`src/rtl/burst_seq_pkg.sv`:
```
package burst_seq_pkg;
  typedef enum logic {
    ORD_LINEAR = 1'b0,
    ORD_XOR    = 1'b1
  } burst_order_e;

  typedef enum logic {
    CMD_LOAD = 1'b0,
    CMD_ADV  = 1'b1
  } burst_cmd_e;
endpackage

```
`src/rtl/burst_beat_ctr.sv`:
```
module burst_beat_ctr #(
  parameter int BEAT_W = 2
) (
  input  logic              clk_i,
  input  logic              rst_ni,
  input  logic              en_i,
  input  logic              adv_i,
  output logic [BEAT_W-1:0] beat_o
);
  import burst_seq_pkg::*;

  logic [BEAT_W-1:0] beat_q;

  always_ff @(posedge clk_i or negedge rst_ni) begin
    if (!rst_ni)                     beat_q <= '0;
    else if (en_i) begin
      if (burst_cmd_e'(adv_i) == CMD_ADV) beat_q <= beat_q + 1'b1; // wraps at 2^BEAT_W
      else                           beat_q <= '0;
    end
  end

  assign beat_o = beat_q;

  assert_beat_hold_R7: assert property (@(posedge clk_i) disable iff (!rst_ni)
    !en_i |=> $stable(beat_q));

  assert_beat_restart_R2: assert property (@(posedge clk_i) disable iff (!rst_ni)
    (en_i && !adv_i) |=> (beat_q == '0));

  assert_beat_cycle_R6: assert property (@(posedge clk_i) disable iff (!rst_ni)
    (en_i && adv_i && (beat_q == '1)) |=> (beat_q == '0));
endmodule

```
`src/rtl/burst_base_reg.sv`:
```
module burst_base_reg #(
  parameter int ADDR_W = 19
) (
  input  logic              clk_i,
  input  logic              rst_ni,
  input  logic              en_i,
  input  logic              adv_i,
  input  logic [ADDR_W-1:0] addr_i,
  input  logic              wr_i,
  output logic [ADDR_W-1:0] base_o,
  output logic              wr_o
);
  logic [ADDR_W-1:0] base_q;
  logic              wr_q;
  logic              load;

  assign load = en_i & ~adv_i;

  always_ff @(posedge clk_i or negedge rst_ni) begin
    if (!rst_ni) begin
      base_q <= '0;
      wr_q   <= 1'b0;
    end else if (load) begin
      base_q <= addr_i;
      wr_q   <= wr_i;
    end
  end

  assign base_o = base_q;
  assign wr_o   = wr_q;

  assert_base_capture_R2: assert property (@(posedge clk_i) disable iff (!rst_ni)
    (en_i && !adv_i) |=> (base_q == $past(addr_i)) && (wr_q == $past(wr_i)));

  assert_base_keep_R3: assert property (@(posedge clk_i) disable iff (!rst_ni)
    adv_i |=> $stable(base_q));

  assert_type_keep_R8: assert property (@(posedge clk_i) disable iff (!rst_ni)
    (adv_i || !en_i) |=> $stable(wr_q));
endmodule

```
`src/rtl/burst_order.sv`:
```
module burst_order #(
  parameter int BEAT_W = 2
) (
  input  logic [BEAT_W-1:0] start_i,
  input  logic [BEAT_W-1:0] beat_i,
  input  logic              mode_i,
  output logic [BEAT_W-1:0] lo_o
);
  import burst_seq_pkg::*;

  logic [BEAT_W-1:0] lin_lo;
  logic [BEAT_W-1:0] xor_lo;

  assign lin_lo = start_i + beat_i; // modulo 2^BEAT_W
  assign xor_lo = start_i ^ beat_i;

  always_comb begin
    unique case (burst_order_e'(mode_i))
      ORD_XOR: lo_o = xor_lo;
      default: lo_o = lin_lo;
    endcase
  end
endmodule

```
`src/rtl/burst_addr_seq.sv`:
```
module burst_addr_seq #(
  parameter int ADDR_W = 19,
  parameter int BEAT_W = 2
) (
  input  logic              clk_i,
  input  logic              rst_ni,
  input  logic              en_i,
  input  logic              adv_i,
  input  logic              mode_i,
  input  logic [ADDR_W-1:0] addr_i,
  input  logic              wr_i,
  output logic [ADDR_W-1:0] addr_o,
  output logic              wr_o
);
  localparam int HI_W = ADDR_W - BEAT_W;

  logic [ADDR_W-1:0] base;
  logic [BEAT_W-1:0] beat;
  logic [BEAT_W-1:0] lo;

  burst_base_reg #(.ADDR_W(ADDR_W)) u_base (
    .clk_i (clk_i),
    .rst_ni(rst_ni),
    .en_i  (en_i),
    .adv_i (adv_i),
    .addr_i(addr_i),
    .wr_i  (wr_i),
    .base_o(base),
    .wr_o  (wr_o)
  );

  burst_beat_ctr #(.BEAT_W(BEAT_W)) u_beat (
    .clk_i (clk_i),
    .rst_ni(rst_ni),
    .en_i  (en_i),
    .adv_i (adv_i),
    .beat_o(beat)
  );

  burst_order #(.BEAT_W(BEAT_W)) u_order (
    .start_i(base[BEAT_W-1:0]),
    .beat_i (beat),
    .mode_i (mode_i),
    .lo_o   (lo)
  );

  assign addr_o = {base[ADDR_W-1:BEAT_W], lo};

  logic [BEAT_W-1:0] out_lo;
  logic [HI_W-1:0]   out_hi;
  assign out_lo = addr_o[BEAT_W-1:0];
  assign out_hi = addr_o[ADDR_W-1:BEAT_W];

  assert_hi_fixed_R3: assert property (@(posedge clk_i) disable iff (!rst_ni)
    (en_i && adv_i) |=> $stable(out_hi));

  assert_lin_step_R4: assert property (@(posedge clk_i) disable iff (!rst_ni)
    (en_i && adv_i && !mode_i) |=> mode_i || (out_lo == BEAT_W'($past(out_lo) + 1'b1)));

  assert_stall_R7: assert property (@(posedge clk_i) disable iff (!rst_ni)
    (!en_i && $stable(mode_i)) |=> $stable(addr_o) && $stable(wr_o));
endmodule

```
`config.mk`:
```
export PLATFORM = sky130hd
export DESIGN_NAME = burst_addr_seq
export DESIGN_NICKNAME = d
export VERILOG_FILES = /design/src/rtl/burst_seq_pkg.sv /design/src/rtl/burst_beat_ctr.sv /design/src/rtl/burst_base_reg.sv /design/src/rtl/burst_order.sv /design/src/rtl/burst_addr_seq.sv
export SDC_FILE = /design/constraint.sdc
export NUM_CORES = 1
export LEC_CHECK = 0
export BUFFER_PORTS_ARGS = -buffer_cell sky130_fd_sc_hd__buf_2
export CAP_MARGIN = 20
export CORE_MARGIN = 5
export CORE_UTILIZATION = 24
export CTS_CLUSTER_SIZE = 14
export DETAILED_ROUTE_END_ITERATION = 7
export GPL_ROUTABILITY_DRIVEN = 0
export HOLD_SLACK_MARGIN = 0.1
export PLACE_DENSITY = 0.45
export SLEW_MARGIN = 10
export SYNTH_ARGS = -nofsm -noshare
export SYNTH_HDL_FRONTEND = slang
export SYNTH_SLANG_ARGS = --single-unit
```
`constraint.sdc`:
```
create_clock -name clk_i -period 1.3 [get_ports clk_i]
set_clock_uncertainty 0.1 [all_clocks]
set_input_delay 0.065 -clock clk_i [delete_from_list [all_inputs] [get_ports clk_i]]
set_output_delay 0.065 -clock clk_i [all_outputs]
set_load 0.02 [all_outputs]
```
======== Yosys cells after proc, flatten, opt, wreduce, memory -nomap -nowiden ========
Cells that the tools add are included.
word-level totals
  flip-flop bits (word level) ............. 22
  input bits .............................. 25
  output and inout bits ................... 20
  logic and storage cells ................. 10
cells by class
  add/sub/neg operators ................... 2
  multiplexer cells ....................... 2
  bitwise operators ....................... 3
operator list
  operator                                      number
  two-way mux 2 bit                             2
  adder 2 x 1 -> 2 bit (second input constant)  1
  adder 2 bit                                   1
  bitwise XOR 2 bit                             1
  AND 1 bit                                     1
  inverter 1 bit                                1

======== Logic depth before layout (Yosys ltp) ========
Gate-level depths: netlist of the first run.
  depth after elaboration ................. 2
  depth in mapped cells ................... 3
  mapped depth without buffers ............ 3

======== Hierarchy ========
Synthesis of the first run repeated with hierarchy kept, for this count alone.
unflattened totals
  cell total of the unflattened synthesis .. 55
  area total of the unflattened synthesis .. 965.9 µm²
by module, submodules not included
  module          instances  cells each  area an instance (µm²)  sequential area each (µm²)
  burst_base_reg  1          43          837.1                   500.5
  burst_beat_ctr  1          8           92.6                    50.0
  burst_order     1          4           36.3                    0.0

======== Worst setup path before layout of the first run ========
OpenSTA, ideal clock, no wires.
  kind .................................... register to output
  start ................................... register u_beat.beat_q[0] (netlist: u_beat.beat_o[0])
  end ..................................... output addr_o[1]
  data arrival time ....................... 1.042 ns
  data required time ...................... 1.135 ns
  slack ................................... 0.093 ns
  cell stages (with the launch flop) ...... 4
  path buffers ............................ 0
  path through ............................ dfrtp_1 > ha_1 > nor2b_1 > xnor2_1
between the ends
  longest elaborated chain between the ends .. 2
ends and longest elaborated chain
  element                 RTL line              text
  start, declared         burst_beat_ctr.sv:12  logic [BEAT_W-1:0] beat_q;
  start signal, assigned  burst_beat_ctr.sv:17  if (burst_cmd_e'(adv_i) == CMD_ADV) beat_q <= beat_q + 1'b1;
  adder 2 bit             burst_order.sv:14     assign lin_lo = start_i + beat_i;
  two-way mux 2 bit       burst_order.sv:18     unique case (burst_order_e'(mode_i))
  end, declared           burst_addr_seq.sv:12  output logic [ADDR_W-1:0] addr_o,
Every way passes these cells.

======== Worst setup path after layout of the first run ========
Same ends and word-level chain as after synthesis.

==> impl_metrics.tcl, run 1 <==
set metrics [dict create \
    stdcell_count 179 \
    tns_ps -101 \
    setup_violations 1 \
    grt_max_degree 23 \
    fin_crit_sh_pct 108 \
    crit_start "u_beat.beat_o[0]" \
    hp-class "primary input to async pin" \
    cts_tree "yes" \
    drive_gt1_share_pct 58.9 \
    coreArea_um2 4060 \
    grt_overflow_total 0 \
    violations "negative setup slack" \
    max_freq_mhz 714 \
    hold_viol_final 0 \
    worst_r2r_endpoint "u_beat.beat_o[1]" \
    synth_seq_cells 22 \
    clock_latency_ps 260 \
    cts.sink_count 22 \
    syn_area_per_cell_um2 13.9 \
    synth.yosys.seq_area_share_pct 54.2 \
    ys_types 14 \
    first_pass_iters 2 \
    timing.rr.start "u_beat.beat_o[0]" \
    p_leak_nw 0.711 \
    drtIter0Drc 16 \
    yosysTopAreaCell "dfrtp_1" \
    drc_errors 0 \
    slew_viol_final 0 \
    grt_pass1_vias 811 \
    cts_buffer_depth 2 \
    cts-htree-levels 1 \
    critPathMaxFanout 2 \
    yosys-top-cells-area "dfrtp_1 (54%), mux2_2 (21%), buf_4 (13%)" \
    synth_nets 99 \
    chipWidth_um 75.1 \
    synth_area_um2 1020 \
    design_area_um2 1520 \
    synth_top_area_share_pct 54.2 \
    grt_pass1_wl_um 3640 \
    dp.cells 150 \
    final_antenna_net_count 0 \
    clockRootBuffer "clkbuf_8" \
    fin_ws_ps -101 \
    dieArea_um2 5630 \
    fillers 383 \
    rsz0062_at_grt "true" \
    slew_headroom_pct 65.7 \
    status "complete, but fails checks" \
    grt.total_usage_pct 8.56 \
    portBuffers 44 \
    numCtsBuffers 3 \
    via_count 712 \
    finalNetCount 156 \
    antenna_found_initial 0 \
    start_util_pct 25.0 \
    num_rows 23 \
    synth_cells 73 \
    crit_type "flip-flop to output port" \
    areaGrowthSynthToFinish_pct 49.5 \
    cp-end-kind "output port" \
    powerDensity_nw_per_um2 1330 \
    fin_crit_ps 1400 \
    total_power_mw 2.03 \
    routed_wl_um 2190 \
    startpoint_type "flip-flop" \
    r2r_slack_ps 180 \
    dpl-instance-area_um2 1180 \
    hpwl_um 1480 \
    cts.clk_slew.worst_paths_ps 90 \
    io_pins 45 \
    diodes 0 \
    via_per_inst 3.98 \
    hold-worst-slack_ps 194 \
    tightestPinTransition_ps 515 \
    die_h_um 75.1 \
    critPathRequiredTime_ps 1130 \
    cap_violations 0 \
    arrival_ps 1240 \
    peakVddDrop_uv 603 \
    yosys_warnings 0 \
    rr_worst_depth 5 \
    avgRoutedWirePerCell_um 12.2 \
]
## worst max-delay path by stage
stage                end  cells after the start
2_1_floorplan  addr_o[1]                      3
3_3_place_gp   addr_o[1]                      4
3_5_place_dp   addr_o[1]                      4
4_1_cts        addr_o[1]                      4
5_1_grt        addr_o[1]                      4
6_report       addr_o[1]                      4
## area by class of cell
| type | count | area [um^2] | area share, % |
|---|---|---|---|
| clock inverters | 1 | 30.0 | 1.98 |
| well taps | 50 | 62.6 | 4.12 |
| multi-input cells | 30 | 325 | 21.4 |
| clock buffers | 3 | 41.3 | 2.72 |
| repair buffers | 71 | 502 | 33.0 |
| inverters | 2 | 7.51 | 0.494 |
| flip-flops and latches | 22 | 551 | 36.2 |
## cell usage after synthesis, drive strengths merged
| master | instances |
|---|---|
| nand4 | 1 |
| dfrtp | 22 |
| inv | 2 |
| a21boi | 1 |
| nor2b | 2 |
| buf | 19 |
| mux2 | 20 |
| o21ai | 2 |
| ha | 1 |
| nand3 | 1 |
| xnor2 | 2 |
## cells in the final DEF (no fill, tap or decap)
master,synthesis,layout
a21boi_0,1,1
buf_12,0,1
buf_2,0,42
buf_4,17,4
buf_6,2,1
bufinv_16,0,1
clkbuf_8,0,3
dfrtp_1,22,22
dlygate4sd3_1,0,23
ha_2,0,1
inv_1,2,2
mux2_2,19,19
mux2_4,1,1
nand3_1,1,1
nand4_1,1,1
nor2b_4,1,2
o21ai_0,2,2
xnor2_1,2,1
xnor2_2,0,1
## report_power, final
group | internal, mW | switching, mW | leakage (nW)
clock network | 0.411 | 0.234 | 0.0357
logic | 0.282 | 0.268 | 0.415
registers | 0.783 | 0.0478 | 0.261
total | 1.48 | 0.550 | 0.711
## worst max-delay path: stages, from the launching register on
cell and delay, ps:
dfrtp_1 390, ha_2 180, nor2b_4 120, xnor2_2 120
buf_4 160
## metrics by stage
| step | setup WS (ps) | utilization, % |
|---|---|---|
| after global placement | 161 | 29.0 |
| final | -101 | 37.4 |
| after detailed placement | 141 | 29.0 |
| after floorplan | 92.9 | - |
| after global routing | -165 | 37.4 |
| after CTS | -150 | 36.9 |
## per-layer routing
layer | track usage (%) | routed length, um | share of wire [%]
met3 | 2.40 | 116 | 5.3
met2 | 14.7 | 1140 | 52
met5 | 0 | 0 | 0
met4 | 3.56 | 43 | 2.0
met1 | 9.97 | 895 | 41
## logic make-up after synthesis
| logic type | share of synthesized area (%) |
|---|---|
| flops | 54.2 |
| buf+inv | 15.5 |
| mux | 22.5 |
| simple gates | 3.08 |
| compound gates | 1.72 |
| xor+xnor | 1.72 |
| fa+ha+maj | 1.23 |
## sequential cells by signal (all words and copies together), names as in the netlist
register       cells
u_base.base_o     19
u_base.wr_o        1
u_beat.beat_o      2
## repair_timing
item | CTS | global route
setup buffers | 1 | 1
cloned | 0 | 0
pin swaps | 2 | 1
resized for setup | 4 | 3
setup endpoints to repair | 1 | 2
hold buffers | 23 | 0
endpoints found under the hold margin | 44 | 0
Power figures use the tool's default switching activity.
==> run 2: changes to the inputs <==
--- a/config.mk
+++ b/config.mk
@@ -7,13 +7,14 @@
 export LEC_CHECK = 0
 export BUFFER_PORTS_ARGS = -buffer_cell sky130_fd_sc_hd__buf_2
 export CAP_MARGIN = 20
+export CORE_ASPECT_RATIO = 0.75
 export CORE_MARGIN = 5
-export CORE_UTILIZATION = 24
+export CORE_UTILIZATION = 49
 export CTS_CLUSTER_SIZE = 14
 export DETAILED_ROUTE_END_ITERATION = 7
 export GPL_ROUTABILITY_DRIVEN = 0
 export HOLD_SLACK_MARGIN = 0.1
-export PLACE_DENSITY = 0.45
+export PLACE_DENSITY = 0.82
 export SLEW_MARGIN = 10
 export SYNTH_ARGS = -nofsm -noshare
 export SYNTH_HDL_FRONTEND = slang
==> run 2 against run 1 <==
Total power decreased by 6.5%. First-iteration DRC count fell by 25%. Hold slack got worse by 67 ps. Highest routed layer unchanged. The flow still finishes with violations (negative setup slack). Core utilization is 37 points higher. Largest power group unchanged. Die area decreased by 45%. Combinational power hardly changed. Clock-buffer cell count unchanged. Cell count shrank 15%. Via count down 1.8%. Critical path depth stayed put. Routed wire length is 4.7% lower.
==> impl_metrics.tcl, run 2 (synthesized netlist as in run 1, its figures left out) <==
set metrics [dict create \
    status "complete, but fails checks" \
    violations "negative setup slack" \
    grt.busiest_layer "met2" \
    max_freq_mhz 686 \
    dieArea_um2 3090 \
    dp.cells 123 \
    critPathRequiredTime_ps 1130 \
    arrival_ps 1290 \
    cts.clk_slew.worst_paths_ps 120 \
    fillers 143 \
    cts-htree-levels 1 \
    powerDensity_nw_per_um2 1270 \
    stdcell_count 152 \
    tns_ps -182 \
    p_leak_nw 0.716 \
    diodes 0 \
    grt_overflow_total 0 \
    cap_violations 0 \
    slew_headroom_pct 68.7 \
    chipWidth_um 62.6 \
    slew_viol_final 0 \
    setup_violations 2 \
    cts_tree "yes" \
    die_h_um 49.4 \
    avgRoutedWirePerCell_um 13.7 \
    cts.sink_count 22 \
    areaGrowthSynthToFinish_pct 46.9 \
    use_met1_pct 14.7 \
    hold-worst-slack_ps 127 \
    drc_errors 0 \
    coreArea_um2 2000 \
    start_util_pct 50.9 \
    dpl-instance-area_um2 1140 \
    numCtsBuffers 3 \
    drive_gt1_share_pct 57.8 \
    portBuffers 44 \
    clock_latency_ps 300 \
    hpwl_um 1290 \
    num_rows 14 \
    antenna_found_initial 0 \
    clockRootBuffer "clkbuf_4" \
    rr_worst_depth 4 \
    layout_common_cells "buf_2 (41), dlygate4sd3_1 (22), dfrtp_1 (22)" \
    finalNetCount 155 \
    tightestPinTransition_ps 469 \
    cts_buffer_depth 2 \
    startpoint_type "flip-flop" \
    drtIter0Drc 12 \
    r2r_slack_ps 240 \
    design_area_um2 1490 \
    cp-end-kind "output port" \
    io_pins 45 \
    final_antenna_net_count 0 \
    routed_wl_um 2090 \
    peakVddDrop_uv 1100 \
    crit_type "flip-flop to output port" \
    grt.total_usage_pct 14.0 \
    fin_ws_ps -157 \
    grt_max_degree 23 \
    hold_viol_final 0 \
    pre_cts_ws_ps 131 \
    grt_pass1_vias 798 \
    via_count 699 \
    critPathMaxFanout 2 \
    via_per_inst 4.60 \
    fin_crit_sh_pct 112 \
    first_pass_iters 4 \
    largest_register_ffs 19 \
    grt_util_met2_pct 25.2 \
    rsz0062_at_grt "true" \
    grt_pass1_wl_um 3460 \
    fin_crit_ps 1460 \
    layout_commonest_cell "buf_2" \
    total_power_mw 1.89 \
    met3_usage_pct 5.76 \
    hp-class "primary input to async pin" \
    final_core_util_pct 74.7 \
]
==> run 2: final cells by class <==
type | instances | area [um^2] | share of cell area (%)
clock buffers | 3 | 22.5 | 1.51
clock inverters | 1 | 30.0 | 2.01
inverters | 2 | 7.51 | 0.503
multi-input cells | 30 | 318 | 21.3
flip-flops and latches | 22 | 551 | 36.9
well taps | 24 | 30.0 | 2.01
repair buffers | 70 | 534 | 35.8
==> run 2: power breakdown <==
| group | switching [mW] | internal [mW] | leakage, nW |
|---|---|---|---|
| Sequential | 0.0481 | 0.783 | 0.261 |
| Clock | 0.204 | 0.312 | 0.0279 |
| Combinational | 0.265 | 0.283 | 0.428 |
==> run 2: worst paths after layout <==
check,end,from
max,addr_o[1],u_base.base_o[0]
min reg2reg,u_base.base_o[13],u_base.base_o[13]
min in group clk_i,u_beat.beat_o[1],adv_i
max in group asynchronous,u_beat.beat_o[0],rst_ni
min,u_base.base_o[7],rst_ni
max reg2reg,u_beat.beat_o[1],u_beat.beat_o[0]
==> run 2: critical path, stage by stage (launching register included) <==
cell     delay [ps]
dfrtp_1         410
ha_2            190
nor2b_4         120
xnor2_1         120
buf_4           160
==> run 2: layer usage <==
layer	wire length (um)	share of wire, %	vias to the layer above
li1	-	-	340
met5	0	0	-
met3	162	7.8	2
met1	806	39	332
met2	1100	53	25
met4	21	1.0	0
==> run 2: timing repair <==
action                     in CTS  in global routing
cloned                          0                  2
hold buffers                   23                  0
pin swaps                       2                  2
gates resized for setup         6                  1
setup endpoints to repair       2                 21
buffers inserted                1                  0
hold endpoints to repair       44                  0
